**src/rtl/tach_pkg.sv**
```systemverilog
package tach_pkg;
    localparam int CNT_W   = 16;
    localparam int PSC_W   = 8;
    localparam int ST_W    = 6;
    localparam int ADDR_W  = 3;
    localparam int ST_CAP  = 0;
    localparam int ST_TMO  = 4;

    typedef enum logic [ADDR_W-1:0] {
        A_COUNT = 3'd0,
        A_CAPT  = 3'd1,
        A_LIMIT = 3'd2,
        A_PSC   = 3'd3,
        A_CTRL  = 3'd4,
        A_PEND  = 3'd5,
        A_CLEAR = 3'd6,
        A_MASK  = 3'd7
    } reg_addr_e;

    typedef struct packed {
        logic fall_sel;
        logic run;
    } ctrl_t;

    function automatic logic [ST_W-1:0] event_bits(input logic cap, input logic tmo);
        logic [ST_W-1:0] v;
        v = '0;
        v[ST_CAP] = cap;
        v[ST_TMO] = tmo;
        return v;
    endfunction
endpackage

```
**src/rtl/tach_sync.sv**
```systemverilog
module tach_sync #(
    parameter int STAGES = 2
) (
    input  logic clk,
    input  logic rst,
    input  logic tach_in,
    input  logic fall_sel,
    output logic edge_pulse
);
    logic [STAGES:0] chain;

    always_ff @(posedge clk) begin
        if (rst) chain <= '0;
        else     chain <= {chain[STAGES-1:0], tach_in};
    end

    logic now_v, prev_v;
    assign now_v  = chain[STAGES-1];
    assign prev_v = chain[STAGES];
    assign edge_pulse = fall_sel ? (prev_v & ~now_v) : (now_v & ~prev_v);

    AST_ONE_CYCLE_PULSE: assert property (@(posedge clk) disable iff (rst)
        (edge_pulse && $stable(fall_sel)) |=> !edge_pulse);
endmodule

```
**src/rtl/tach_presc.sv**
```systemverilog
module tach_presc #(
    parameter int W = 8
) (
    input  logic         clk,
    input  logic         rst,
    input  logic         run,
    input  logic [W-1:0] limit,
    output logic         tick
);
    logic [W-1:0] phase;

    always_ff @(posedge clk) begin
        if (rst || !run)        phase <= '0;
        else if (phase == limit) phase <= '0;
        else                     phase <= phase + 1'b1;
    end

    assign tick = run && (phase == limit);

    AST_TICK_SPACING: assert property (@(posedge clk) disable iff (rst)
        (tick && limit != '0) |=> (!tick || limit == '0));
endmodule

```
**src/rtl/tach_count.sv**
```systemverilog
module tach_count #(
    parameter int W = 16
) (
    input  logic         clk,
    input  logic         rst,
    input  logic         run,
    input  logic         tick,
    input  logic         edge_pulse,
    input  logic [W-1:0] limit,
    input  logic         cnt_we,
    input  logic         cap_we,
    input  logic [W-1:0] wdata,
    output logic [W-1:0] cnt,
    output logic [W-1:0] cap,
    output logic         cap_evt,
    output logic         tmo_evt
);
    assign cap_evt = run && edge_pulse;
    assign tmo_evt = run && !edge_pulse && (cnt == limit);

    always_ff @(posedge clk) begin
        if (rst)                                   cnt <= '1;
        else if (cnt_we)                           cnt <= wdata;
        else if (tick && !cap_evt && !tmo_evt)     cnt <= cnt - 1'b1;
    end

    always_ff @(posedge clk) begin
        if (rst)          cap <= '1;
        else if (cap_evt) cap <= cnt;
        else if (cap_we)  cap <= wdata;
    end

    AST_DEC_STEP: assert property (@(posedge clk) disable iff (rst)
        (tick && !cap_evt && !tmo_evt && !cnt_we) |=> cnt == $past(cnt) - 1'b1);
    AST_HOLD_STOPPED: assert property (@(posedge clk) disable iff (rst)
        (!run && !cnt_we) |=> $stable(cnt));
    AST_CAP_COPY: assert property (@(posedge clk) disable iff (rst)
        cap_evt |=> cap == $past(cnt));
endmodule

```
**src/rtl/tach_timer.sv**
```systemverilog
module tach_timer
    import tach_pkg::*;
(
    input  logic              clk,
    input  logic              rst,
    input  logic              tach_in,
    input  logic              reg_we,
    input  logic [ADDR_W-1:0] reg_addr,
    input  logic [CNT_W-1:0]  reg_wdata,
    output logic [CNT_W-1:0]  reg_rdata,
    output logic              irq
);
    ctrl_t            ctrl;
    logic [PSC_W-1:0] psc;
    logic [CNT_W-1:0] limit;
    logic [ST_W-1:0]  pend, mask;
    logic [CNT_W-1:0] cnt, cap;
    logic             edge_pulse, tick, cap_evt, tmo_evt;
    logic             wr_ctrl, wr_clear;

    assign wr_ctrl  = reg_we && (reg_addr == A_CTRL);
    assign wr_clear = reg_we && (reg_addr == A_CLEAR);

    tach_sync #(.STAGES(2)) u_sync (
        .clk(clk), .rst(rst), .tach_in(tach_in),
        .fall_sel(ctrl.fall_sel), .edge_pulse(edge_pulse)
    );

    tach_presc #(.W(PSC_W)) u_presc (
        .clk(clk), .rst(rst), .run(ctrl.run), .limit(psc), .tick(tick)
    );

    tach_count #(.W(CNT_W)) u_count (
        .clk(clk), .rst(rst), .run(ctrl.run), .tick(tick),
        .edge_pulse(edge_pulse), .limit(limit),
        .cnt_we(reg_we && reg_addr == A_COUNT),
        .cap_we(reg_we && reg_addr == A_CAPT),
        .wdata(reg_wdata), .cnt(cnt), .cap(cap),
        .cap_evt(cap_evt), .tmo_evt(tmo_evt)
    );

    always_ff @(posedge clk) begin
        if (rst) begin
            ctrl  <= '0;
            psc   <= '0;
            limit <= '0;
            mask  <= '0;
        end else begin
            if (wr_ctrl)                     ctrl <= ctrl_t'(reg_wdata[1:0]);
            else if (cap_evt || tmo_evt)     ctrl.run <= 1'b0;
            if (reg_we && reg_addr == A_PSC)   psc   <= reg_wdata[PSC_W-1:0];
            if (reg_we && reg_addr == A_LIMIT) limit <= reg_wdata;
            if (reg_we && reg_addr == A_MASK)  mask  <= reg_wdata[ST_W-1:0];
        end
    end

    always_ff @(posedge clk) begin
        if (rst) pend <= '0;
        else     pend <= (pend & ~(wr_clear ? reg_wdata[ST_W-1:0] : '0))
                         | event_bits(cap_evt, tmo_evt);
    end

    assign irq = |(pend & mask);

    always_comb begin
        reg_rdata = '0;
        case (reg_addr)
            A_COUNT: reg_rdata = cnt;
            A_CAPT:  reg_rdata = cap;
            A_LIMIT: reg_rdata = limit;
            A_PSC:   reg_rdata[PSC_W-1:0] = psc;
            A_CTRL:  reg_rdata[1:0] = ctrl;
            A_PEND:  reg_rdata[ST_W-1:0] = pend;
            A_MASK:  reg_rdata[ST_W-1:0] = mask;
            default: reg_rdata = '0;
        endcase
    end

    AST_STOP_ON_EVENT: assert property (@(posedge clk) disable iff (rst)
        ((cap_evt || tmo_evt) && !wr_ctrl) |=> !ctrl.run);
    AST_CAP_FLAG: assert property (@(posedge clk) disable iff (rst)
        cap_evt |=> pend[ST_CAP]);
    AST_TMO_FLAG: assert property (@(posedge clk) disable iff (rst)
        tmo_evt |=> pend[ST_TMO]);
    AST_NO_TMO_ON_CAP: assert property (@(posedge clk) disable iff (rst)
        cap_evt |-> !tmo_evt);
endmodule

```
**config.mk**
```make
export PLATFORM = sky130hd
export DESIGN_NAME = tach_timer
export DESIGN_NICKNAME = d
export VERILOG_FILES = /design/src/rtl/tach_pkg.sv /design/src/rtl/tach_sync.sv /design/src/rtl/tach_presc.sv /design/src/rtl/tach_count.sv /design/src/rtl/tach_timer.sv
export SDC_FILE = /design/constraint.sdc
export NUM_CORES = 1
export LEC_CHECK = 0
export CORE_MARGIN = 3
export CORE_UTILIZATION = 54
export CTS_BUF_LIST = sky130_fd_sc_hd__clkbuf_4 sky130_fd_sc_hd__clkbuf_8
export DETAILED_ROUTE_END_ITERATION = 6
export MAX_ROUTING_LAYER = met4
export PLACE_DENSITY = 0.75
export SLEW_MARGIN = 20
export SYNTH_ARGS = -nofsm -noshare
export SYNTH_HDL_FRONTEND = slang
export SYNTH_SLANG_ARGS = --single-unit
```
**constraint.sdc**
```tcl
create_clock -name clk -period 2.15 [get_ports clk]
set_input_delay 0.3225 -clock clk [delete_from_list [all_inputs] [get_ports clk]]
set_output_delay 0.3225 -clock clk [all_outputs]
set_load 0.1 [all_outputs]
```
=== Word level (Yosys, flattened, before mapping) ===
Index checks and enable logic that the tools add are counted.
W data, S select, Z words.

* $add $sub $neg: 2
* Equal/unequal tests: 9
* Mux-type cells: 12
* Bitwise operators: 8
* Reductions and logical operators: 25

{| class="wikitable"
|+ Operators by type and width
! kind !! number
|-
| $mux W16 || 4
|-
| $pmux W4 S6 || 1
|-
| $pmux W8 S3 || 1
|-
| $eq A16 B16 Y1 || 1
|-
| $sub A16 B1 Y16 const B || 1
|-
| $pmux W2 S7 || 1
|-
| $logic_and A1 B1 Y1 || 13
|-
| $and A6 B6 Y6 || 2
|-
| $eq A3 B3 Y1 const B || 4
|-
| $add A8 B1 Y8 const B || 1
|-
| $eq A8 B8 Y1 || 1
|-
| $pmux W2 S4 || 1
|-
| $eq A3 B2 Y1 const B || 2
|-
| $mux W6 || 1
|-
| $not A6 Y6 || 1
|-
| $or A6 B5 Y6 || 1
|-
| $reduce_bool A2 Y1 || 3
|-
| $reduce_or A6 Y1 || 1
|-
| $logic_not A1 Y1 || 4
|-
| $eq A3 B1 Y1 const B || 1
|-
| $logic_not A3 Y1 || 1
|-
| $mux W1 || 3
|-
| $and A1 B1 Y1 || 2
|-
| $logic_or A1 B1 Y1 || 2
|-
| 2 further kinds || 3
|}

* Bits in registers: 81
* Input bits: 23
* Output and inout port bits: 17
* Word-level logic and storage cells: 66

=== Logic depth before layout (Yosys ltp) ===
* Word-level depth: 10
* Depth in mapped cells: 8
* Depth with buffers taken out: 6

=== By module ===
Synthesis repeated with hierarchy kept, for this count alone.

* Cell total of the unflattened synthesis: 540
* Area, all modules: 4,655.7 um^2

{| class="wikitable"
|+ By module, submodules not included
! module !! instances !! cells an instance !! area each (um^2) !! seq. area each (um^2)
|-
| tach_timer || 1 || 250 || 2,097.0 || 760.7
|-
| tach_count || 1 || 234 || 1,980.6 || 640.6
|-
| tach_presc || 1 || 47 || 476.7 || 160.2
|-
| tach_sync || 1 || 9 || 101.3 || 60.1
|}

=== Least setup slack after synthesis ===
OpenSTA, ideal clock, no wires.

* Path kind: input port to output port
* Start point: input port reg_addr[1]
* End point: output port reg_rdata[3]
* Arrival time: 3.455 ns
* Required time: 1.827 ns
* Slack: -1.627 ns
* Stages: 5
* Path buffers: 3
* Cells stage by stage: buf_2 buf_1 buf_1 a31oi_1 o21ai_0

* Word-level cells in the longest chain between the ends: 2
* Elaborated cells on any way between the ends: 7
* Those cells by class: 5 x eq/ne; 1 x mux; 1 x reduce/logical

{| class="wikitable"
|+ Ends and longest elaborated chain
! what !! RTL line !! text
|-
| start, declared || tach_timer.sv:8 || <nowiki>input logic [ADDR_W-1:0] reg_addr,</nowiki>
|-
| $eq A3 B3 Y1 (tied with other cells) || tach_timer.sv:67 || <nowiki>case (reg_addr)</nowiki>
|-
| $pmux W4 S6 (*) || tach_timer.sv:67 ||
|-
| end, declared || tach_timer.sv:10 || <nowiki>output logic [CNT_W-1:0] reg_rdata,</nowiki>
|}

Every way passes the cells marked *; elsewhere a longest branch is shown, timed or not.

=== Worst setup path after layout ===
* Start point: input port reg_addr[1]
* End point: output port reg_rdata[14]

* Word-level cells in the longest chain between the ends: 2
* Elaborated cells on any way between the ends: 4
* Those cells by class: 2 x eq/ne; 1 x mux; 1 x reduce/logical

{| class="wikitable"
|+ Ends and longest elaborated chain
! what !! RTL line
|-
| $eq A3 B2 Y1 (tied with other cells) || tach_timer.sv:67
|-
| $pmux W8 S3 (*) || tach_timer.sv:67
|}

Marks and branches as above.

==> out/qor.csv <==
metric,value,unit
RSZ-0062 raised after global routing,false,
maximum VDD drop,632,uV
Area Growth Syn to Fin,27.0,%
worst path bufs/invs,3,
Final Hold Fails,0,
Pre-Repair DR Iteration Count,6,
top-area cell type share of the netlist area,0.357,
slowest CP cell,mux2i_1,
Chip Height,97.8,um
Worst setup EP type,output port,
Tmin final,2.02,ns
1st-iter DRT viols,452,
placed insts,729,
drt total wl,13200,um
Core Rows,32,
ranking of synthesized cells by area,"dfxtp_1 (36%), nand2_1 (9.0%), a21oi_1 (5.3%)",
status,"finished, final reports clean",
Setup crit start kind,input pin,
DP HPWL,9730,um
"Max FO, Critical Path",10,
sequential cell area fraction in the yosys report,0.357,
Tcrit/Tclk final,0.942,
vias in the first global route,4273,
initial antenna violation count,0,
core area,7930,um2
final core utilization,0.728,
pwr dens,621,nW/um2
largest net degree at the start of global routing,67,
vias per inst,6.07,
Crit path largest cell delay,0.28,ns
diode count,0,
Die ar.,9560,um2
H-tree Lvls,3,
Worst-path clk slew,0.09,ns
post-route ant nets,0,
fraction of registers with async set/reset,0,
critical path's top delay family,buffers and inverters,
layout cell share with drive strength beyond 1,0.205,
Die Wd,97.8,um
highest clock rate,494,MHz
synthesized area,4550,um2
Worst Max-Slew Pin Slew,0.477,ns
setup violators final,0,
Fin Clk Skew,0.00581,ns
CTS Hold Buffers Added,0,
GRT Total Usage,0.285,
Synth Area per Inst,7.80,um2
port bufs,39,
CTS tree,yes,
vias,4528,
fin cells,746,
"EDFF count, synth",0,
max-cap violations,0,
CP Cell Sequence,buf_2 -> buf_4 -> mux2i_1 -> nor2_1 -> a21oi_1 -> nor2_4 -> buf_12,
GR Overflow Total,0,
CP arrival,1.70,ns
Gate Count Post-Synth,583,
routability cong.,0.895,
ys flop type,dfxtp_1,
worst path required time,1.83,ns
final routed DRC violation total,0,
Initial Util,0.573,
warnings from Yosys,0,
post-CTS setup buffers,0,
Highest Signal Layer,met4,
post-synthesis sequential element count,81,
first-pass GRT wire length,21600,um
Slew HR,0.681,
maximum buffer depth of the clock tree,2,
Clock Root Buffer,clkbuf_8,
routed wire length per instance,17.7,um
leakage,2.14,nW
WL met2,6240,um
TritonCTS Buffers,9,
worst hold path class,input pin to flip-flop,
Unique masters post-synth,52,
Met3 Wirelength,918,um
Synth area leader,dfxtp_1,
fin. max-slew vios,0,
nets@finish,664,
post-route met1 wirelength,5720,um
clock tree sinks,81,
clock latency on the worst-skew pair,0.36,ns
Top-Level Pins,40,
Post-Syn Nets,608,
crit path kind,input pin to output port,
-- area by class of cell --
cell class / count / area [um2]
sequential: 81 / 1620
timing repair buffer: 91 / 936
fill: 623 / 2150
inverter: 4 / 15.0
multi-input combinational: 452 / 2890
tap: 102 / 128
clock inverter: 7 / 55.1
clock buffer: 9 / 124
-- metal layers --
| layer | up-vias | global-route usage |
|---|---|---|
| met2 | 182 | 0.444 |
| met1 | 2163 | 0.375 |
| met3 | 29 | 0.0600 |
| met5 | - | - |
| met4 | 0 | 0.0820 |
| li1 | 2154 | - |
-- path summary, 6_finish.rpt --
kind,start,cells after the start,endpoint,slack (ns)
worst max register to register,u_count.cnt[9],6,u_count.cnt[5],0.14
worst min-delay path,rst,2,limit[3],0.40
worst max-delay path,reg_addr[1],7,reg_rdata[14],0.13
worst min register to register,u_sync.chain[0],1,u_sync.chain[1],0.45
-- registers in the layout, summed over array words and instances, names as in the netlist --
name / flops
u_presc.phase: 8
u_count.cnt: 16
mask: 6
limit: 16
u_sync.chain: 3
ctrl: 2
u_count.cap: 16
pend: 6
psc: 8
-- metrics by stage --
stage	power [mW]	TNS, ns	hold slack (ns)	area, um2	setup WS [ns]
after floorplan	2.23	0	0.410	4700	0.0349
after global placement	2.55	-1.25	0.424	5550	-0.133
after detailed placement	2.58	-2.77	0.427	5550	-0.156
after CTS	3.58	0	0.375	5740	0.0615
after global routing	3.72	0	0.403	5770	0.0175
final	3.58	0	0.400	5770	0.125
-- layout by cell type (no fill, tap or decap), types with 3 or more instances in the layout --
cell / netlist / routed
a211oi_1: 5 / 5
a21oi_1: 48 / 47
a22oi_1: 4 / 4
a31oi_1: 3 / 3
and3_1: 4 / 4
buf_12: 0 / 17
buf_2: 5 / 4
buf_4: 0 / 50
clkbuf_8: 0 / 9
clkdlybuf4s50_1: 0 / 18
clkinvlp_4: 0 / 5
dfxtp_1: 81 / 80
inv_1: 4 / 4
mux2_2: 5 / 5
mux2i_1: 22 / 22
mux4_2: 4 / 4
nand2_1: 109 / 109
nand2b_1: 24 / 24
nand3_1: 29 / 29
nand3b_1: 5 / 5
nand4_1: 3 / 3
nand4b_1: 8 / 8
nor2_1: 47 / 39
nor2_4: 0 / 8
nor2b_1: 8 / 5
nor3_1: 19 / 17
nor4_1: 11 / 10
nor4_2: 2 / 3
nor4b_1: 4 / 3
o21ai_0: 18 / 17
o32ai_1: 5 / 5
or3_1: 8 / 8
xnor2_1: 9 / 9
xor2_1: 21 / 21
-- power by group --
part	switching, mW	internal, mW	leakage [nW]	total (mW)
clock network	0.600	0.424	0.0741	1.02
logic	0.536	0.375	1.41	0.911
registers	0.0814	1.57	0.659	1.65
total	1.22	2.37	2.14	3.58
-- cells by family after synthesis --
group,synth area share
compound gates,0.121
xor+xnor,0.0578
fa+ha+maj,0.00550
buf+inv,0.0482
flops,0.357
mux,0.0806
simple gates,0.331
-- cell usage after synthesis, types with 8 or more instances --
library cell and number:
nand2_1 109, nor3_1 19, nand2b_1 24, nand3_1 29
or3_1 8, dfxtp_1 81, nor4_1 11, a21oi_1 48
clkbuf_1 31, xnor2_1 9, o21ai_0 18, mux2i_1 22
xor2_1 21, nand4b_1 8, nor2_1 47, nor2b_1 8
-- what timing repair did --
item                                    in CTS  in global routing
endpoints found under the setup margin      14                  4
gates cloned                                 1                  0
pin swaps                                    0                  2
gates resized for setup                      3                  6
Note: power is estimated with default switching activity, not from simulation.
